<file path="config.mk">
export PLATFORM = sky130hd
export DESIGN_NAME = fnclk_gen
export DESIGN_NICKNAME = d
export VERILOG_FILES = /design/src/rtl/fnclk_pkg.sv /design/src/rtl/fnclk_cnt.sv /design/src/rtl/fnclk_cfg_reg.sv /design/src/rtl/fnclk_gen.sv
export SDC_FILE = /design/constraint.sdc
export NUM_CORES = 1
export LEC_CHECK = 0
export ABC_AREA = 0
export BUFFER_PORTS_ARGS = -buffer_cell sky130_fd_sc_hd__buf_4
export CAP_MARGIN = 40
export CORE_ASPECT_RATIO = 0.75
export CORE_MARGIN = 3
export CORE_UTILIZATION = 50
export CTS_BUF_LIST = sky130_fd_sc_hd__clkbuf_8 sky130_fd_sc_hd__clkbuf_16
export CTS_CLUSTER_SIZE = 10
export DETAILED_ROUTE_END_ITERATION = 6
export HOLD_SLACK_MARGIN = 0.1
export PLACE_DENSITY = 0.67
export REMOVE_ABC_BUFFERS = 1
export SLEW_MARGIN = 20
export SYNTH_ARGS = -nofsm -noshare
export SYNTH_HDL_FRONTEND = slang
export SYNTH_HIERARCHICAL = 1
export SYNTH_SLANG_ARGS = --single-unit
export TNS_END_PERCENT = 1
</file>
<file path="constraint.sdc">
create_clock -name clk -period 10.96 [get_ports clk]
set_input_delay 3.288 -clock clk [delete_from_list [all_inputs] [get_ports clk]]
set_output_delay 3.288 -clock clk [all_outputs]
set_load 0.05 [all_outputs]
</file>
<file path="src/rtl/fnclk_pkg.sv">
`timescale 1ns/1ps
package fnclk_pkg;

    localparam int A_W   = 10;
    localparam int B_W   = 10;
    localparam int C_W   = 12;
    localparam int CFG_W = A_W + B_W + C_W;
    localparam int BIT_W = A_W + 1;
    localparam int CNT_W = (C_W > B_W + 1) ? C_W : B_W + 1;

    // Field order in the packed struct is the word layout
    typedef struct packed {
        logic [A_W-1:0] a;
        logic [B_W-1:0] b;
        logic [C_W-1:0] c;
    } cfg_t;

    typedef enum logic {
        ST_SHORT = 1'b0,
        ST_LONG  = 1'b1
    } run_e;

    // Number of short states in one repeat; zero when C <= B or A == 0
    function automatic logic [CNT_W-1:0] short_states(input cfg_t k);
        logic [C_W-1:0] b_ext;
        b_ext = C_W'(k.b);
        if ((k.a != '0) && (k.c > b_ext))
            return CNT_W'(k.c - b_ext);
        else
            return '0;
    endfunction

    // Number of long states in one repeat
    function automatic logic [CNT_W-1:0] long_states(input cfg_t k);
        return CNT_W'(k.b) + CNT_W'(1);
    endfunction

endpackage

</file>
<file path="src/rtl/fnclk_cnt.sv">
`timescale 1ns/1ps
module fnclk_cnt #(
    parameter int W = 8
) (
    input  logic         clk,
    input  logic         rst,
    input  logic         clr,
    input  logic         inc,
    output logic [W-1:0] q
);

    always_ff @(posedge clk) begin
        if (rst || clr)
            q <= '0;
        else if (inc)
            q <= q + W'(1);
    end

endmodule

</file>
<file path="src/rtl/fnclk_cfg_reg.sv">
`timescale 1ns/1ps
module fnclk_cfg_reg
    import fnclk_pkg::*;
#(
    parameter logic [CFG_W-1:0] RESET_CFG = CFG_W'(32'h0000_1001)
) (
    input  logic             clk,
    input  logic             rst,
    input  logic [CFG_W-1:0] word_i,
    input  logic             load_i,
    input  logic             take_i,
    output cfg_t             active_o,
    output cfg_t             upcoming_o
);

    cfg_t pend_q;

    // Configuration the next repeat will use if it started now
    assign upcoming_o = load_i ? cfg_t'(word_i) : pend_q;

    always_ff @(posedge clk) begin
        if (rst) begin
            active_o <= cfg_t'(RESET_CFG);
            pend_q   <= cfg_t'(RESET_CFG);
        end else begin
            if (load_i)
                pend_q <= cfg_t'(word_i);
            if (take_i)
                active_o <= upcoming_o;
        end
    end

endmodule

</file>
<file path="src/rtl/fnclk_gen.sv">
`timescale 1ns/1ps
module fnclk_gen
    import fnclk_pkg::*;
#(
    parameter logic [31:0] RESET_CFG = 32'h0000_1001
) (
    input  logic        clk,
    input  logic        rst,
    input  logic [31:0] cfg_word,
    input  logic        cfg_load,
    output logic        clk_out
);

    localparam cfg_t RST_K     = cfg_t'(RESET_CFG[CFG_W-1:0]);
    localparam run_e RST_STATE = (short_states(RST_K) != '0) ? ST_SHORT : ST_LONG;

    cfg_t             act;
    cfg_t             upc;
    run_e             state_q;
    run_e             state_d;
    logic [BIT_W-1:0] bit_q;
    logic [CNT_W-1:0] st_q;
    logic [BIT_W-1:0] width_cur;
    logic [CNT_W-1:0] count_cur;
    logic             bit_last;
    logic             run_end;
    logic             rep_end;

    // Active and pending configuration
    fnclk_cfg_reg #(
        .RESET_CFG (RESET_CFG[CFG_W-1:0])
    ) cfg_i (
        .clk        (clk),
        .rst        (rst),
        .word_i     (cfg_word[CFG_W-1:0]),
        .load_i     (cfg_load),
        .take_i     (rep_end),
        .active_o   (act),
        .upcoming_o (upc)
    );

    // Cycle position inside the current state
    fnclk_cnt #(
        .W (BIT_W)
    ) bitcnt_i (
        .clk (clk),
        .rst (rst),
        .clr (bit_last),
        .inc (1'b1),
        .q   (bit_q)
    );

    // State position inside the current run
    fnclk_cnt #(
        .W (CNT_W)
    ) stcnt_i (
        .clk (clk),
        .rst (rst),
        .clr (run_end),
        .inc (bit_last),
        .q   (st_q)
    );

    // Width and length of what is being emitted
    always_comb begin
        unique case (state_q)
            ST_SHORT: begin
                width_cur = BIT_W'(act.a);
                count_cur = short_states(act);
            end
            ST_LONG: begin
                width_cur = BIT_W'(act.a) + BIT_W'(1);
                count_cur = long_states(act);
            end
            default: begin
                width_cur = BIT_W'(1);
                count_cur = CNT_W'(1);
            end
        endcase
    end

    assign bit_last = (bit_q == width_cur - BIT_W'(1));
    assign run_end  = bit_last && (st_q == count_cur - CNT_W'(1));
    assign rep_end  = run_end && (state_q == ST_LONG);

    // Next-state logic
    always_comb begin
        state_d = state_q;
        unique case (state_q)
            ST_SHORT: begin
                if (run_end)
                    state_d = ST_LONG;
            end
            ST_LONG: begin
                if (run_end)
                    state_d = (short_states(upc) != '0) ? ST_SHORT : ST_LONG;
            end
            default: state_d = ST_LONG;
        endcase
    end

    // State register
    always_ff @(posedge clk) begin
        if (rst)
            state_q <= RST_STATE;
        else
            state_q <= state_d;
    end

    // Output level: inverts at every state boundary
    always_ff @(posedge clk) begin
        if (rst)
            clk_out <= 1'b1;
        else if (bit_last)
            clk_out <= ~clk_out;
    end

endmodule

</file>
After elaboration in Yosys (flattened, before gate mapping):

Index checks and enable logic that the tools add are counted.
Widths: inputs -> output; s select.

* register bits: 89
* input port bits: 35
* output and inout port bits: 1
* logic and storage cells: 44

* $add $sub $neg: 8
* order comparisons: 2
* equality and inequality tests: 2
* mux-type cells: 11
* bitwise operators: 2
* reductions and logical operators: 9

Operators with widths (count)
* $mux 12: 4
* $mux 32: 1
* $gt 12x10->1: 2
* $pmux 12 s2: 1
* $sub 12x10->12: 2
* $add 10x1->11 const B: 2
* $pmux 11 s2: 1
* $reduce_bool 10->1: 2
* $add 12x1->12 const B: 1
* $eq 12x12->1: 1
* $reduce_bool 12->1: 1
* $sub 12x1->12 const B: 1
* $add 11x1->11 const B: 1
* $eq 11x11->1: 1
* $sub 11x1->11 const B: 1
* $logic_and 1x1->1: 4
* $mux 1: 3
* $logic_or 1x1->1: 2
* $not 1->1: 2
* $pmux 1 s2: 1

Longest topological paths before layout:

* depth after elaboration: 13
* mapped depth: 25
* mapped depth without buffers: 21

Hierarchy:

The synthesis kept the hierarchy.

By module, submodules not included
* fnclk_gen: times used 1, cells each 423, area an instance 3001.6 sq um
* fnclk_cfg_reg: times used 1, cells each 243, area an instance 2497.4 sq um
* fnclk_cnt at stcnt_i: times used 1, cells each 62, area an instance 563.0 sq um
* fnclk_cnt at bitcnt_i: times used 1, cells each 57, area an instance 525.5 sq um

Least setup slack after synthesis:

OpenSTA, ideal clock, no wires.

* kind: in2reg
* start: in cfg_load
* end: reg state_q
* setup time: 0.072 ns
* arrival: 5.917 ns
* data required time: 10.888 ns
* path slack: 4.971 ns
* cell stages on the path: 16
* cell sequence: buf_6 buf_12 mux2i_1 inv_1 fa_1 a21o_1 a21oi_1 o21bai_1 a21oi_1 o21bai_1 a21oi_1 o21ai_0 o31a_1 o31ai_1 a21oi_1 mux2i_1

RTL lines
* start: declaration: line fnclk_gen.sv:10 `input logic cfg_load,`
* end signal: assignment: line fnclk_gen.sv:107 `state_q <= state_d;`
* end: declaration: line fnclk_gen.sv:19 `run_e state_q;`

==> impl_metrics.csv <==
group,metric,value,unit
hold_path,hold_path_end,"cfg_i/pend_q[12]",
placement,numPortBuffers,35,
setup_path,crit_required,11.23,ns
sta,fin_crit,6.38,ns
grt,grt_util_all_layers,21.7,%
floorplanning,die_h,105,um
setup_path,cp_slowest_stage_delay,0.45,ns
synth,synth_warnings,6,
detailed_routing,wl,16000,um
hold_path,worst_hold_path_type,"reg2reg",
cts,cts_resized,0,
setup_path,critPathLaunchType,"primary input",
sta,rsz0062_at_grt,"false",
synth,async_flop_share,0,%
detailed_routing,drt_iter0_markers,429,
sta,max_freq,0.157,GHz
synth,synthDominantCellAreaShare,27.0,%
cts,numCtsBuffers,9,
pwr,p_per_area,179,nW/um2
sta,worstMarginPinSlew,0.851,ns
cts,clockBufferDepth,2,
layout,final_cell_mix,"96 x nor2_1, 89 x dfxtp_1, 75 x inv_1",
floorplanning,num_rows,35,
layout,antenna_cells,0,
detailed_routing,drc_errors,0,
synth,synth_cells,785,
cts,cts.sinks,89,
setup_path,end_kind,"register",
setup_path,critPathSlowestCell,"buf_4",
grt,grt_pass1_wl,26600,um
synth,synth_cell_types,87,
setup_path,worst-r2r-cell-count,20,
setup_path,cp_top_family,"compound AO/OA/AOI/OAI gates",
detailed_routing,vias_per_cell,5.94,
hold_path,min_from,"cfg_i/pend_q[12]",
layout,nNetsFinal,865,
setup_path,r2r-start,"cfg_i/active_o[12]",
synth,synth_seq_cells,89,
cts,cts_root_buf,"clkbuf_16",
setup_path,worstReg2RegEnd,"cfg_i/active_o[12]",
synth,syn_avg_cell_area,8.39,um2
detailed_routing,first_pass_iters,5,
synth,yosys.area.top_type,"dfxtp_1",
sta,fin_crit_sh,58.3,%
detailed_routing,vias,5774,
floorplanning,ios,36,
hold_path,holdPathStages,2,
setup_path,cp.arrival,6.66,ns
grt,grt_pass1_vias,5466,
detailed_routing,routedWlPerCell,16.5,um
cts,post-cts-setup-buffer-count,0,
sta,finalSetupTns,0,ns
sta,finalHoldViolations,0,
layout,filler_cell_count,1100,
placement,dp_hpwl,12100,um
setup_path,path_cells,"buf_4 > mux2i_1 > inv_1 > inv_1 > ha_1 > inv_1 > fa_1 > a21o_1 > a21oi_1 > o21bai_1 > a21oi_1 > o21bai_1 > a21oi_1 > o21ai_0 > o31a_1 > o31ai_1 > a21oi_1 > mux2i_1",
grt,overflow,0,
floorplanning,start_util,52.4,%
flow_run,maxCapViolations,0,
cts,h-tree-depth,3,
layout,layout_commonest_cell,"nor2_1",
sta,finalSetupViolCount,0,
sta,slew-limit-headroom,42.5,%
pwr,ir_drop,0.116,mV
synth,ys_seq_area_share,27.0,%
cts,clk_latency,0.34,ns
synth,syn_area,6590,um2
floorplanning,die_w,139,um
grt,antenna_found_initial,0,
sta,drv_slew,0,
grt,grt_max_degree,77,
sta,finalClockSkew,0.0118,ns
placement,gp_congestion,0.957,
detailed_routing,ant_nets,0,
setup_path,crit_buf_inv,4,
placement,post-place-ws,4.28,ns
outcome,status,"completed",
synth,synth_top_flop_cell,"dfxtp_1",
sta,layout_setup_ws,4.58,ns
setup_path,path_common_cell,"a21oi_1",
setup_path,crit_type,"in2reg",
cts,clk_pin_slew,0.07,ns
floorplanning,die_area,14600,um2
synth,synth_edf_count,0,
setup_path,crit_path_max_fanout,32,
layout,drive_gt1_share,14.3,%
setup_path,reg2reg_slack,4.64,ns
floorplanning,core,12600,um2
cts,cts_tree,"built",
pwr,leakagePower,2.91,nW
layout,area_growth,9.50,%
synth,synth.area.top_cells,"dfxtp_1 27%, mux2i_1 6.2%, a211oi_2 5.7%, nor2_1 5.5%, ha_1 5.1%",
cts,holdBufCountCts,0,
-- synthesized netlist by cell type (5+ instances only) --
cell	n
nand2b_1	9
mux2i_1	41
nand3_1	16
and2_1	8
nand3b_1	8
nor3_1	16
nor4b_1	5
nor4_1	8
xnor2_1	38
a21oi_1	37
a211oi_2	30
or3_1	14
o31ai_1	10
o21bai_1	5
nor2_1	96
nand4_1	15
nor2b_1	7
inv_1	74
or4_1	8
a211oi_1	7
buf_2	12
o211ai_1	7
dfxtp_1	89
clkbuf_1	10
xor2_1	21
a21o_1	6
o21ai_0	18
nand2_1	47
ha_1	27
-- power by group --
part / internal, W / switching [W] / total (W)
registers: 0.000348 / 0.0000274 / 0.000375
logic: 0.000238 / 0.000338 / 0.000576
clock network: 0.000202 / 0.000138 / 0.000340
total: 0.000788 / 0.000503 / 0.00129
-- worst register-to-register path: cells and delay by family (launching register included) --
family          cells  cell delay, ns
simple gates        7            2.56
compound gates      7            1.40
xor+xnor            1            0.21
fa+ha+maj           3            0.96
flops               1            0.42
mux                 1            0.10
buf+inv             1            0.56
-- cell type report --
type                    count  area, um2  share of cell area [%]
clock buffers               9        225                    3.12
clock inverters             7        105                    1.46
inverters                  74        278                    3.85
multi-input cells         589       4300                    59.7
flip-flops and latches     89       1780                    24.7
well taps                 166        208                    2.88
repair buffers             38        313                    4.34
-- state kept, by name, summed over array words and instances (netlist names) --
name,cells
clk_out,1
bitcnt_i/q,11
cfg_i/pend_q,32
cfg_i/active_o,32
state_q,1
stcnt_i/q,12
-- worst max-delay path by stage --
| stage | start | end | slack, ns | cells after the start |
|---|---|---|---|---|
| 5_1_grt | cfg_i/active_o[16] | cfg_i/active_o[0] | 4.16 | 20 |
| 3_5_place_dp | cfg_load | state_q | 4.28 | 18 |
| 4_1_cts | cfg_load | state_q | 4.61 | 18 |
| 3_3_place_gp | cfg_load | state_q | 4.49 | 18 |
| 6_report | cfg_load | state_q | 4.58 | 18 |
| 2_1_floorplan | cfg_i/active_o[12] | cfg_i/active_o[0] | 4.87 | 19 |
-- layer usage --
metal	share of wire (%)	routed length [um]	global-route usage [%]
met2	44	7080	33.2
met3	4.8	771	3.45
met5	0	0	0
met4	1.1	172	5.15
met1	50	8000	32.1
-- metrics by stage --
stage	instances	utilization [%]	power, W	cell area [um2]	hold WS, ns
detailed placement	954	54.4	0.000947	6840	0.482
global route	972	57.4	0.00137	7210	0.507
global placement	954	54.4	0.000929	6840	0.475
floorplan	752	-	0.000820	6360	0.455
finish	972	57.4	0.00129	7210	0.501
CTS	970	57.1	0.00129	7170	0.491
-- logic make-up (layout without fill, tap and decap cells) --
kind of cell	after synthesis	count (layout)	share of synthesized area, %
buffers and inverters	107	128	7.65
AO/OA/AOI/OAI	167	167	20.8
other	1	1	0.0569
AND/OR/NAND/NOR	288	288	23.7
multiplexers	42	42	6.40
adder cells (fa/ha/maj)	29	29	5.74
flip-flops	89	89	27.0
XOR/XNOR	62	62	8.59
No activity file was read; power rests on OpenSTA's default activity.
